--- src/rtl/tmo_pkg.sv ---
package tmo_pkg;
  typedef enum logic [1:0] {
    ACT_HOLD  = 2'd0,
    ACT_LOAD  = 2'd1,
    ACT_CLEAR = 2'd2,
    ACT_TICK  = 2'd3
  } tmo_act_e;

  // Pick the single action for this cycle; start beats done beats tick.
  function automatic tmo_act_e pick_action(input logic armed, input logic start,
                                           input logic done, input logic en,
                                           input logic susp);
    if (start)                   return ACT_LOAD;
    else if (armed && done)      return ACT_CLEAR;
    else if (armed && en && !susp) return ACT_TICK;
    else                         return ACT_HOLD;
  endfunction
endpackage

--- src/rtl/tmo_ctl.sv ---
module tmo_ctl
  import tmo_pkg::*;
(
  input  logic     armed,
  input  logic     start_i,
  input  logic     done_i,
  input  logic     cnt_en_i,
  input  logic     suspend_i,
  output tmo_act_e act
);
  always_comb act = pick_action(armed, start_i, done_i, cnt_en_i, suspend_i);
endmodule

--- src/rtl/tmo_count.sv ---
module tmo_count
  import tmo_pkg::*;
#(
  parameter int LIMIT = 20,
  localparam int CW = $clog2(LIMIT + 1)
) (
  input  logic          clk,
  input  logic          rst_n,
  input  tmo_act_e      act,
  output logic [CW-1:0] rem_q,
  output logic          last_q,
  output logic          armed_q
);
  function automatic logic [CW-1:0] dec1(input logic [CW-1:0] v);
    return v - CW'(1);
  endfunction

  logic final_tick;
  assign final_tick = (act == ACT_TICK) && last_q;

  always_ff @(posedge clk or negedge rst_n) begin
    if (!rst_n) begin
      rem_q   <= '0;
      last_q  <= 1'b0;
      armed_q <= 1'b0;
    end else begin
      unique case (act)
        ACT_LOAD: begin
          rem_q   <= CW'(LIMIT);
          last_q  <= (LIMIT == 1);
          armed_q <= 1'b1;
        end
        ACT_CLEAR: begin
          rem_q   <= '0;
          last_q  <= 1'b0;
          armed_q <= 1'b0;
        end
        ACT_TICK: begin
          rem_q   <= dec1(rem_q);
          last_q  <= (int'(rem_q) == 2);
          armed_q <= !final_tick;
        end
        default: ;
      endcase
    end
  end

  AST_LAST_MATCHES_COUNT: assert property (@(posedge clk) disable iff (!rst_n)
    last_q |-> (int'(rem_q) == 1 && armed_q)) else $error("last flag out of step");
  AST_FREEZE_HOLDS: assert property (@(posedge clk) disable iff (!rst_n)
    (act == ACT_HOLD) |=> $stable(rem_q) && $stable(armed_q)) else $error("freeze moved count");
  AST_TICK_DECREMENTS: assert property (@(posedge clk) disable iff (!rst_n)
    (act == ACT_TICK && !last_q) |=> (rem_q == $past(rem_q) - CW'(1))) else $error("tick step");
endmodule

--- src/rtl/tmo_alarm.sv ---
module tmo_alarm
  import tmo_pkg::*;
(
  input  logic     clk,
  input  logic     rst_n,
  input  tmo_act_e act,
  input  logic     last_q,
  output logic     alarm_q
);
  always_ff @(posedge clk or negedge rst_n) begin
    if (!rst_n) alarm_q <= 1'b0;
    else        alarm_q <= (act == ACT_TICK) && last_q;
  end

  AST_ALARM_ONE_CYCLE: assert property (@(posedge clk) disable iff (!rst_n)
    alarm_q |=> !alarm_q) else $error("alarm longer than one cycle");
endmodule

--- src/rtl/tmo_guard.sv ---
module tmo_guard
  import tmo_pkg::*;
#(
  parameter int LIMIT = 20,
  localparam int CW = $clog2(LIMIT + 1)
) (
  input  logic          clk,
  input  logic          rst_n,
  input  logic          start_i,
  input  logic          cnt_en_i,
  input  logic          suspend_i,
  input  logic          done_i,
  output logic          armed_o,
  output logic [CW-1:0] remain_o,
  output logic          abort_o,
  output logic          timeout_o
);
  tmo_act_e      act_w;
  logic          last_w;
  logic          armed_w;
  logic          alarm_w;
  logic [CW-1:0] rem_w;

  tmo_ctl u_ctl (
    .armed(armed_w), .start_i(start_i), .done_i(done_i),
    .cnt_en_i(cnt_en_i), .suspend_i(suspend_i), .act(act_w)
  );

  tmo_count #(.LIMIT(LIMIT)) u_cnt (
    .clk(clk), .rst_n(rst_n), .act(act_w),
    .rem_q(rem_w), .last_q(last_w), .armed_q(armed_w)
  );

  tmo_alarm u_alarm (
    .clk(clk), .rst_n(rst_n), .act(act_w), .last_q(last_w), .alarm_q(alarm_w)
  );

  assign armed_o   = armed_w;
  assign remain_o  = rem_w;
  assign abort_o   = alarm_w;
  assign timeout_o = alarm_w;

  AST_START_LOADS: assert property (@(posedge clk) disable iff (!rst_n)
    start_i |=> (armed_o && int'(remain_o) == LIMIT)) else $error("start did not load");
  AST_DONE_DISARMS: assert property (@(posedge clk) disable iff (!rst_n)
    (armed_o && done_i && !start_i) |=> (!armed_o && !abort_o && remain_o == '0)) else $error("done");
  AST_ALARM_IDLE: assert property (@(posedge clk) disable iff (!rst_n)
    abort_o |-> (!armed_o && remain_o == '0)) else $error("alarm while armed");
  AST_IDLE_QUIET: assert property (@(posedge clk) disable iff (!rst_n)
    (!armed_o && !start_i) |=> (!armed_o && remain_o == '0 && !abort_o)) else $error("idle moved");
endmodule

--- config.mk ---
export PLATFORM = sky130hd
export DESIGN_NAME = tmo_guard
export DESIGN_NICKNAME = d
export VERILOG_FILES = /design/src/rtl/tmo_pkg.sv /design/src/rtl/tmo_ctl.sv /design/src/rtl/tmo_count.sv /design/src/rtl/tmo_alarm.sv /design/src/rtl/tmo_guard.sv
export SDC_FILE = /design/constraint.sdc
export NUM_CORES = 1
export LEC_CHECK = 0
export BUFFER_PORTS_ARGS = -buffer_cell sky130_fd_sc_hd__buf_2
export CORE_AREA = 2 2 39 41
export DETAILED_ROUTE_END_ITERATION = 10
export DIE_AREA = 0 0 41 43
export HOLD_SLACK_MARGIN = 0.05
export PLACE_DENSITY_LB_ADDON = 0.05
export SLEW_MARGIN = 20
export SYNTH_ARGS = -nofsm -noshare
export SYNTH_HDL_FRONTEND = slang
export SYNTH_HIERARCHICAL = 1
export SYNTH_SLANG_ARGS = --single-unit
export TNS_END_PERCENT = 30
--- constraint.sdc ---
create_clock -name clk -period 2.8 [get_ports clk]
set_input_delay 0.56 -clock clk [delete_from_list [all_inputs] [get_ports clk]]
set_output_delay 0.56 -clock clk [all_outputs]
set_load 0.005 [all_outputs]
==> results.json <==
{
  "initial_core_util_pct": 31.2,
  "placement.io_buffers": 13,
  "critical_path.slowest_cell": "sky130_fd_sc_hd__dfrtp_1",
  "finClkSkew_ns": 0.00976,
  "critPathTopFamily": "flip-flops",
  "grt_setup_unrepaired": "false",
  "post_synth.cell_area_avg_um2": 9.59,
  "clock_tree.htree_level_count": 1,
  "worst_ir_drop_vdd_uv": 222,
  "die_width_um": 41,
  "critical_path_peak_fanout": 6,
  "setup_tns_ns": 0,
  "drt_iter0_drc": 6,
  "place.gp.congestion": 0.663,
  "final.setup.worst_slack_ns": 1.40,
  "post_route_cells_drive_above_1_share_pct": 32.2,
  "post_drt_wl_per_cell_um": 11.9,
  "synth.net_count": 53,
  "synth-warning-count": 6,
  "totalWireLength_um": 896,
  "max_cap_viol_count": 0,
  "critical_path.reg2reg.startpoint": "u_cnt/rem_q[0]",
  "reg2reg_depth": 5,
  "gates_resized_cts_repair": 0,
  "ctsRootBufferMaster": "sky130_fd_sc_hd__clkbuf_4",
  "grt_remaining_overflow": 0,
  "yosysUniqueCellTypes": 22,
  "path_cells": "buf_2",
  "hpwlAfterDp_um": 678,
  "worst_ep_required_time_ns": 2.24,
  "status": "completed",
  "cp_endpoint_kind": "primary output",
  "final_net_count": 69,
  "final.min_clock_period_ns": 1.40,
  "placed_cell_area_um2": 504,
  "cp.buffers_inverters": 1,
  "total_leakage_power_nw": 0.267,
  "worst-r2r-setup-slack_ns": 1.52,
  "seq_area_frac_synth_pct": 46.4,
  "synth.largest_area_cell": "sky130_fd_sc_hd__dfrtp_1",
  "most_common_cell_after_layout_fill_and_taps_aside": "sky130_fd_sc_hd__buf_2",
  "detailed_routing_iteration_count_for_the_pre_antenna_repair_pass": 4,
  "grt_pass1_wl_um": 1500,
  "worst_hold_path_type": "in2async",
  "route.vias.total": 366,
  "antenna_left": 0,
  "syn_area_um2": 432,
  "crit_path_dat_ns": 0.84,
  "flip_flop_and_latch_count_after_synthesis": 8,
  "rel_slew_slack_pct": 80.6,
  "synth_area_leaders": "sky130_fd_sc_hd__dfrtp_1 46%, sky130_fd_sc_hd__ha_1 5.8%, sky130_fd_sc_hd__o21ai_0 5.8%",
  "critical_path.startpoint_type": "flip-flop",
  "grtUsageTotal_pct": 12.8,
  "worstReg2RegEnd": "u_cnt/rem_q[4]",
  "tritoncts": "yes",
  "hold_violations": 0,
  "fin_area_um2": 527,
  "post-cts-setup-buffers": 0,
  "first_global_vias": 350,
  "power_density_mw_per_mm2": 531,
  "timing_worst_slew_pin_value_ns": 0.288,
  "finalSetupViolCount": 0,
  "clk_sink_count": 8,
  "boundaryPins": 14,
  "worst_skew_pair.late_latency_ns": 0.25,
  "maxClockFrequency_mhz": 712,
  "clock_tree.buffer_depth": 2,
  "maxSlewViolCount": 0,
  "fp.dieH_um": 43,
  "drt_drc": 0,
  "die_area_mm2": 0.00176,
  "grt_antenna_before_repair": 0,
  "synth_top_area_share_pct": 46.4,
  "ctsHoldBuffers": 0,
  "synthCells": 45,
  "period_share_pct": 50.1,
  "routed_via_density": 4.88,
  "num_antenna_cells": 0,
  "area_delta_synth_final_pct": 22.0,
  "grt_max_degree": 10,
  "core_mm2": 0.00138,
  "placementRows": 14,
  "highest_count_cells_in_the_layout_ignoring_fill_and_taps": "13 x sky130_fd_sc_hd__buf_2, 8 x sky130_fd_sc_hd__dfrtp_1, 6 x sky130_fd_sc_hd__inv_1",
  "path_clk_slew_ns": 0.06,
  "cts_inserted_buffers": 3,
  "path_type_of_the_worst_setup_path": "reg2out",
  "place_worst_setup_slack_ns": 1.21,
  "utilization_pct": 38.1,
  "critical_path.max_stage_delay_ns": 0.44
}
## flip-flops by register name, indices dropped and copies added, names as in the netlist
register	count
u_cnt/rem_q	5
u_alarm/alarm_q	1
u_cnt/armed_q	1
u_cnt/last_q	1
## power breakdown
part           switching (mW)  internal, mW  total, mW
Combinational          0.0281        0.0266     0.0548
Sequential             0.0123         0.125      0.137
Clock                  0.0386        0.0490     0.0876
Total                  0.0790         0.201      0.280
## synthesized netlist by cell type
| library cell | count |
|---|---|
| sky130_fd_sc_hd__clkbuf_2 | 1 |
| sky130_fd_sc_hd__nand2_1 | 5 |
| sky130_fd_sc_hd__o21ai_1 | 1 |
| sky130_fd_sc_hd__dfrtp_1 | 8 |
| sky130_fd_sc_hd__nand4b_1 | 1 |
| sky130_fd_sc_hd__o21ai_0 | 5 |
| sky130_fd_sc_hd__nor3_2 | 1 |
| sky130_fd_sc_hd__a31o_1 | 1 |
| sky130_fd_sc_hd__buf_4 | 1 |
| sky130_fd_sc_hd__o211a_1 | 1 |
| sky130_fd_sc_hd__a22o_2 | 1 |
| sky130_fd_sc_hd__o21bai_1 | 1 |
| sky130_fd_sc_hd__nor2_1 | 3 |
| sky130_fd_sc_hd__o22ai_1 | 1 |
| sky130_fd_sc_hd__nor2b_4 | 1 |
| sky130_fd_sc_hd__nand3b_1 | 1 |
| sky130_fd_sc_hd__inv_1 | 6 |
| sky130_fd_sc_hd__nand3_1 | 1 |
| sky130_fd_sc_hd__and3_1 | 1 |
| sky130_fd_sc_hd__xnor2_1 | 1 |
| sky130_fd_sc_hd__ha_1 | 2 |
| sky130_fd_sc_hd__o311ai_0 | 1 |
## per-stage QoR
stage,total power [mW],instances,hold WS [ns]
6_report,0.280,75,0.138
5_1_grt,0.304,75,0.149
4_1_cts,0.285,75,0.141
3_5_place_dp,0.195,72,0.419
3_3_place_gp,0.195,72,0.421
2_1_floorplan,0.171,45,0.264
## worst max-delay path by stage
stage                     slack (ns)           start             end  cells past startpoint
final                           1.40  u_cnt/rem_q[2]     remain_o[2]                      1
after global placement          1.22        cnt_en_i  u_cnt/rem_q[2]                      6
after floorplan                 1.34        cnt_en_i  u_cnt/rem_q[2]                      6
after global routing            1.33  u_cnt/rem_q[2]     remain_o[2]                      1
after CTS                       1.39  u_cnt/rem_q[2]     remain_o[2]                      1
after detailed placement        1.21        cnt_en_i  u_cnt/rem_q[2]                      6
## area by class of cell
type                       instances  area (um^2)
sequential                         8          200
tap                               16         20.0
timing repair buffer              13         65.1
inverter                           6         22.5
multi-input combinational         29          196
fill                             143          857
clock buffer                       3         22.5
## layer usage
metal / wire (um) / global-route usage, % / up-vias
met2: 368 / 16.9 / 16
met4: 0 / 8.00 / 0
met5: 0 / 0 / -
met3: 81 / 3.66 / 0
met1: 445 / 17.5 / 167
li1: - / - / 183
## kinds of logic after synthesis
family / Yosys count / share of synthesized area [%]
AOI/OAI and AO/OA: 12 / 18.8
xor gates and xnor gates: 1 / 2.03
buffers and inverters: 8 / 8.12
and+or+nand+nor: 14 / 18.8
adders and majority gates: 2 / 5.80
DFF: 8 / 46.4
Power figures use the tool's default switching activity.
